<file path="config.mk">
export PLATFORM = sky130hd
export DESIGN_NAME = pixel_panner
export DESIGN_NICKNAME = d
export VERILOG_FILES = /design/src/rtl/pixpan_pkg.sv /design/src/rtl/pixpan_regs.sv /design/src/rtl/pixpan_mask.sv /design/src/rtl/pixpan_serializer.sv /design/src/rtl/pixel_panner.sv
export SDC_FILE = /design/constraint.sdc
export NUM_CORES = 1
export LEC_CHECK = 0
export BUFFER_PORTS_ARGS = -buffer_cell sky130_fd_sc_hd__buf_2
export CAP_MARGIN = 20
export CORE_UTILIZATION = 30
export CTS_CLUSTER_DIAMETER = 100
export CTS_CLUSTER_SIZE = 20
export DETAILED_ROUTE_END_ITERATION = 12
export HOLD_SLACK_MARGIN = 0.06
export PLACE_DENSITY = 0.58
export SETUP_SLACK_MARGIN = 0.15
export SKIP_CTS_REPAIR_TIMING = 1
export SLEW_MARGIN = 20
export SYNTH_ARGS = -nofsm -noshare
export SYNTH_HDL_FRONTEND = slang
export SYNTH_SLANG_ARGS = --single-unit
</file>
<file path="constraint.sdc">
create_clock -name clk -period 11.1 [get_ports clk]
set_input_delay 1.11 -clock clk [delete_from_list [all_inputs] [get_ports clk]]
set_output_delay 1.11 -clock clk [all_outputs]
set_load 0.01 [all_outputs]
</file>
<file path="src/rtl/pixpan_pkg.sv">
// Shared constants and helpers for the pixel panner.
// Assumes depth codes 0..4 map to 1,2,4,8,16 bits per pixel; larger codes clamp to 16.
package pixpan_pkg;
    localparam int DEPTH_W   = 3;
    localparam int MAX_LG    = 4;

    typedef enum logic [DEPTH_W-1:0] {
        DEPTH_1BPP  = 3'd0,
        DEPTH_2BPP  = 3'd1,
        DEPTH_4BPP  = 3'd2,
        DEPTH_8BPP  = 3'd3,
        DEPTH_16BPP = 3'd4
    } depth_e;

    // log2 of bits per pixel for a depth code, clamped at 16 bpp
    function automatic int unsigned depth_lg(input logic [DEPTH_W-1:0] code);
        if (code > DEPTH_16BPP)
            return MAX_LG;
        return int'(code);
    endfunction
endpackage

</file>
<file path="src/rtl/pixpan_regs.sv">
// Pending and active copies of the pan byte.
// Writes land in the pending copy; frame_start moves it into the active copy.
// Assumes frame_start is a single-cycle pulse per frame.
module pixpan_regs #(
    parameter int PAN_W   = 4,
    parameter int SCREENS = 2,
    localparam int CFG_W  = PAN_W * SCREENS
) (
    input  logic             clk,
    input  logic             rst_n,
    input  logic             cfg_we,
    input  logic [CFG_W-1:0] cfg_wdata,
    input  logic             frame_start,
    output logic [CFG_W-1:0] act_pan
);
    logic [CFG_W-1:0] pend_q;
    logic [CFG_W-1:0] act_q;

    // Hold pending writes and promote them at frame boundaries
    always_ff @(posedge clk) begin
        if (!rst_n) begin
            pend_q <= '0;
            act_q  <= '0;
        end else begin
            if (cfg_we)
                pend_q <= cfg_wdata;
            if (frame_start)
                act_q <= pend_q;
        end
    end

    assign act_pan = act_q;
endmodule

</file>
<file path="src/rtl/pixpan_mask.sv">
// Picks the active screen's pan amount and masks it to the pixels in one word.
// Assumes screen_sel is below SCREENS.
module pixpan_mask
    import pixpan_pkg::*;
#(
    parameter int PAN_W   = 4,
    parameter int SCREENS = 2,
    parameter int WORD_W  = 16,
    localparam int CFG_W  = PAN_W * SCREENS,
    localparam int SEL_W  = (SCREENS > 1) ? $clog2(SCREENS) : 1,
    localparam int IDX_W  = $clog2(WORD_W)
) (
    input  logic [CFG_W-1:0]   act_pan,
    input  logic [SEL_W-1:0]   screen_sel,
    input  logic [DEPTH_W-1:0] depth_code,
    output logic [IDX_W-1:0]   skip
);
    logic [PAN_W-1:0] pan_sel;
    logic [31:0]      keep_mask;

    // Select one screen's field and limit it to (pixels per word - 1)
    always_comb begin
        pan_sel   = act_pan[32'(screen_sel) * PAN_W +: PAN_W];
        keep_mask = (32'(WORD_W) >> depth_lg(depth_code)) - 32'd1;
        skip      = IDX_W'(32'(pan_sel) & keep_mask);
    end
endmodule

</file>
<file path="src/rtl/pixpan_serializer.sv">
// Holds one memory word and emits its pixels MSB-first, one per cycle.
// On a line's first word, emission starts at the given skip index.
// Assumes depth_code is steady while a word is held and WORD_W <= 32.
module pixpan_serializer
    import pixpan_pkg::*;
#(
    parameter int WORD_W = 16,
    localparam int IDX_W = $clog2(WORD_W)
) (
    input  logic               clk,
    input  logic               rst_n,
    input  logic [DEPTH_W-1:0] depth_code,
    input  logic [IDX_W-1:0]   skip,
    input  logic               word_valid,
    input  logic [WORD_W-1:0]  word_data,
    input  logic               word_first,
    output logic               word_ready,
    output logic               pix_valid,
    output logic [WORD_W-1:0]  pix_data
);
    logic [WORD_W-1:0] buf_q;
    logic [IDX_W-1:0]  idx_q;
    logic              full_q;
    logic              last;
    logic [31:0]       lg, bpp, ppw_m1, shift, pmask;

    // Decode geometry and pick the current pixel out of the held word
    always_comb begin
        lg       = depth_lg(depth_code);
        bpp      = 32'd1 << lg;
        ppw_m1   = (32'(WORD_W) >> lg) - 32'd1;
        last     = (32'(idx_q) >= ppw_m1);
        shift    = 32'(WORD_W) - (32'(idx_q) + 32'd1) * bpp;
        pmask    = (bpp >= 32'd32) ? '1 : ((32'd1 << bpp) - 32'd1);
        pix_data = WORD_W'((32'(buf_q) >> shift) & pmask);
    end

    assign word_ready = !full_q || last;
    assign pix_valid  = full_q;

    // Load a new word or advance through the held one
    always_ff @(posedge clk) begin
        if (!rst_n) begin
            buf_q  <= '0;
            idx_q  <= '0;
            full_q <= 1'b0;
        end else if (word_valid && word_ready) begin
            buf_q  <= word_data;
            idx_q  <= word_first ? skip : '0;
            full_q <= 1'b1;
        end else if (full_q) begin
            if (last)
                full_q <= 1'b0;
            else
                idx_q <= idx_q + IDX_W'(1);
        end
    end
endmodule

</file>
<file path="src/rtl/pixel_panner.sv">
// Top of the dual-screen horizontal pixel panner.
// Connects pan registers, per-screen masking and the word serializer.
// Assumes depth_code changes only between lines and word_first marks line starts.
module pixel_panner
    import pixpan_pkg::*;
#(
    parameter int PAN_W   = 4,
    parameter int SCREENS = 2,
    parameter int WORD_W  = 16,
    localparam int CFG_W  = PAN_W * SCREENS,
    localparam int SEL_W  = (SCREENS > 1) ? $clog2(SCREENS) : 1,
    localparam int IDX_W  = $clog2(WORD_W)
) (
    input  logic               clk,
    input  logic               rst_n,
    input  logic               cfg_we,
    input  logic [CFG_W-1:0]   cfg_wdata,
    input  logic               frame_start,
    input  logic [SEL_W-1:0]   screen_sel,
    input  logic [DEPTH_W-1:0] depth_code,
    input  logic               word_valid,
    input  logic [WORD_W-1:0]  word_data,
    input  logic               word_first,
    output logic               word_ready,
    output logic               pix_valid,
    output logic [WORD_W-1:0]  pix_data
);
    logic [CFG_W-1:0] act_pan;
    logic [IDX_W-1:0] skip;

    pixpan_regs #(.PAN_W(PAN_W), .SCREENS(SCREENS)) regs_i (
        .clk         (clk),
        .rst_n       (rst_n),
        .cfg_we      (cfg_we),
        .cfg_wdata   (cfg_wdata),
        .frame_start (frame_start),
        .act_pan     (act_pan)
    );

    pixpan_mask #(.PAN_W(PAN_W), .SCREENS(SCREENS), .WORD_W(WORD_W)) mask_i (
        .act_pan    (act_pan),
        .screen_sel (screen_sel),
        .depth_code (depth_code),
        .skip       (skip)
    );

    pixpan_serializer #(.WORD_W(WORD_W)) ser_i (
        .clk        (clk),
        .rst_n      (rst_n),
        .depth_code (depth_code),
        .skip       (skip),
        .word_valid (word_valid),
        .word_data  (word_data),
        .word_first (word_first),
        .word_ready (word_ready),
        .pix_valid  (pix_valid),
        .pix_data   (pix_data)
    );
endmodule

</file>
==> flow_metrics.env <==
export IMPL_drt_vias_per_instance=4.826
export IMPL_synth_warnings=0
export IMPL_path_cells="buf_2 > nor2_1 > nand2_1 > nor2_1 > fa_1 > fa_1 > fa_1 > inv_1 > ha_1 > o21ai_0 > nor2_1 > o21ai_0 > o21ai_0 > a21oi_1 > o21bai_1 > ha_1 > a211oi_1 > o211a_1 > o2111ai_1 > a2111oi_2 > o2111ai_2 > a2111oi_1 > buf_2"
export IMPL_synthMuxAreaShare_pct=13.49
export IMPL_cp_slowest_cell="fa_1"
export IMPL_areaGrowthSynthToFinish_pct=13.52
export IMPL_crit_buf_inv=3
export IMPL_hpwl_mm=7.383
export IMPL_ys_ff_latch=37
export IMPL_path_class="input pin to primary output"
export IMPL_finalHoldViolations=0
export IMPL_die_w_um=117.3
export IMPL_synthArstFlopShare_pct=0
export IMPL_port_buffers=51
export IMPL_min_path_type="flip-flop to flip-flop"
export IMPL_synthDistinctLibCells=59
export IMPL_grt_max_degree=38
export IMPL_grt_pass1_vias=3329
export IMPL_clock_latency_ns=0.27
export IMPL_wl_per_cell_um=13.21
export IMPL_worst_pin_slew_ns=0.9251
export IMPL_synth_xor_area_share_pct=1.318
export IMPL_cp_end_kind="primary output"
export IMPL_fin_crit_sh_pct=74.38
export IMPL_antenna_left=0
export IMPL_first_iter_violations=143
export IMPL_grt_ovfl_total=0
export IMPL_path_clk_slew_ns=0.05
export IMPL_crit_required_ns=9.99
export IMPL_max_cap_viol_count=0
export IMPL_rsz0062_at_grt="false"
export IMPL_numCtsBuffers=5
export IMPL_gp_congestion=0.8543
export IMPL_cellPowerDensity_mw_per_mm2=121.6
export IMPL_setup_viol=0
export IMPL_synth_cells=470
export IMPL_relSlewSlack_pct=38.04
export IMPL_synth_avg_cell_area_um2=8.484
export IMPL_finalClockSkew_ns=0.001443
export IMPL_fmax_ghz=0.1211
export IMPL_synth_seq_area_share_pct=18.58
export IMPL_fin_setup_tns_ns=0
export IMPL_cpLargestDelayFamily="compound AO/OA/AOI/OAI gates"
export IMPL_die_area_mm2=0.01376
export IMPL_initial_core_util_pct=31.22
export IMPL_cts_sinks=37
export IMPL_grt_use_total_pct=13.96
export IMPL_synthAdderAreaFrac_pct=21.78
export IMPL_rows=41
export IMPL_htree_num_levels=2
export IMPL_die_h_um=117.3
export IMPL_grt_pass1_wl_mm=15.41
export IMPL_worstPathArrival_ns=7.15
export IMPL_core_mm2=0.01277
export IMPL_drt_pass1_iter_count=4
export IMPL_maxSlewViolCount=0
export IMPL_nets=610
export IMPL_final_layout_size_suffix_gt1_share_pct=14.29
export IMPL_cts_tree="built"
export IMPL_dp_cells=683
export IMPL_drt_wl_total_mm=9.115
export IMPL_cts_buffer_depth=2
export IMPL_ys_flop_type="dfxtp_1"
export IMPL_synth_area_mm2=0.003988
export IMPL_status="complete, no violations"
export IMPL_vias=3330
export IMPL_synth_compound_area_share_pct=16.82
export IMPL_drc=0
export IMPL_slowest_delay_ns=0.54
export IMPL_synth_edf_count=0
export IMPL_period_needed_ns=8.256
export IMPL_ioPinCount=52
export IMPL_root_buffer="clkbuf_16"
export IMPL_cp_max_fo=16
export IMPL_layout_cells_non_filler=690
export IMPL_synth_top_family_by_area="adder cells"
export IMPL_peakVddDrop_mv=0.1004
export IMPL_p_leak_uw=0.002059
export IMPL_diodes=0
export IMPL_synth_simple_area_share_pct=18.89
export IMPL_cp_start_kind="input pin"
export IMPL_antenna_found_initial=1
## logic make-up after synthesis
group / Yosys count
AND/OR/NAND/NOR: 154
AO/OA/AOI/OAI: 86
buffers and inverters: 80
adder cells (fa/ha/maj): 58
multiplexers: 47
flip-flops: 37
XOR/XNOR: 6
other: 2
## registers in the layout (all words and copies together) (netlist names)
| signal | flops |
|---|---|
| ser_i.buf_q | 16 |
| regs_i.act_pan | 8 |
| ser_i.idx_q | 4 |
| ser_i.pix_valid | 1 |
| regs_i.pend_q | 8 |
## where the power goes
group	leakage (µW)	switching (µW)	internal, µW
combinational	0.00168	149	99.2
clock	0.0000797	49.4	104
sequential	0.000304	7.10	141
## worst reg2reg max path, stage by stage (launching register included)
cell      delay (ns)
dfxtp_1         0.54
inv_1           0.20
ha_1            0.30
nand2b_1        0.14
a21o_1          0.17
a21o_1          0.17
a31oi_1         0.70
nand2b_1        0.59
nand2_1         0.13
a21boi_0        0.19
## through the flow
step           hold WS [ns]  total power [µW]  util [%]  setup WS [ns]  cell area, µm²
6_report             0.4749             550.4     35.44          2.844            4527
5_1_grt              0.5015             595.3     35.44          2.205            4527
2_1_floorplan        0.4388             345.8         -          3.644            4044
3_5_place_dp         0.4573             392.0     34.17          2.827            4364
4_1_cts              0.4803             547.3     35.42          2.816            4524
3_3_place_gp         0.4539             391.6     34.17          2.951            4364
## layout by cell type, fill, tap and decap left out, drive strengths merged, types with 9 or more instances in the layout
cell type,instances
inv,53
nand2,53
buf,51
mux2i,41
ha,39
dfxtp,37
nor2,33
nor2b,25
fa,19
a21boi,18
conb,17
nor3,11
o21ai,11
a21oi,10
nand2b,9
a211oi,9
## area by class of cell
class / count / area [µm²]
fillers: 1349 / 8247
multi-input cells: 368 / 2949
flip-flops and latches: 37 / 740.7
repair buffers: 51 / 255.2
well taps: 172 / 215.2
inverters: 55 / 206.4
clock buffers: 5 / 125.1
clock inverters: 2 / 35.03
## routing by layer
metal / vias up / part of all wire, % / global-route usage (%)
met4: 2 / 1.3 / 3.713
met1: 1550 / 48 / 18.39
met2: 70 / 46 / 23.45
met5: - / 0.14 / 0
li1: 1696 / - / -
met3: 12 / 4.0 / 2.472
## cells in the mapped netlist, types with 3 or more instances
library cell,number,share of area (%)
nand2b_1,9,1.4
a21oi_1,9,1.1
nor2_1,32,3.0
o221ai_1,3,0.66
o21ai_0,10,1.3
nor4b_1,3,0.66
buf_2,3,0.38
xor2_1,3,0.66
a31oi_1,5,0.78
ha_1,39,12
mux4_1,4,2.6
nand3_1,8,1.0
clkbuf_1,15,1.4
o211a_1,3,0.75
xnor2_1,3,0.66
nor4_1,3,0.47
o21a_1,3,0.56
mux2i_1,41,10
a211oi_1,8,1.5
fa_1,19,9.5
and3_1,3,0.47
nor2b_1,25,3.9
a21o_1,4,0.75
dfxtp_1,37,19
nor3_1,11,1.4
nand2_1,53,5.0
a2111oi_2,3,1.1
inv_1,53,5.0
a21boi_0,16,3.0
buf_6,3,0.85
## path summary, 6_finish.rpt
kind | start | end | slack (ns) | depth (start not counted)
max reg2reg | ser_i.idx_q[0] | ser_i.buf_q[14] | 7.90 | 9
min reg2reg | ser_i.buf_q[0] | ser_i.buf_q[0] | 0.47 | 2
max | depth_code[2] | pix_data[1] | 2.84 | 23
min | ser_i.buf_q[0] | ser_i.buf_q[0] | 0.47 | 2
No activity file was read; power rests on OpenSTA's default activity.
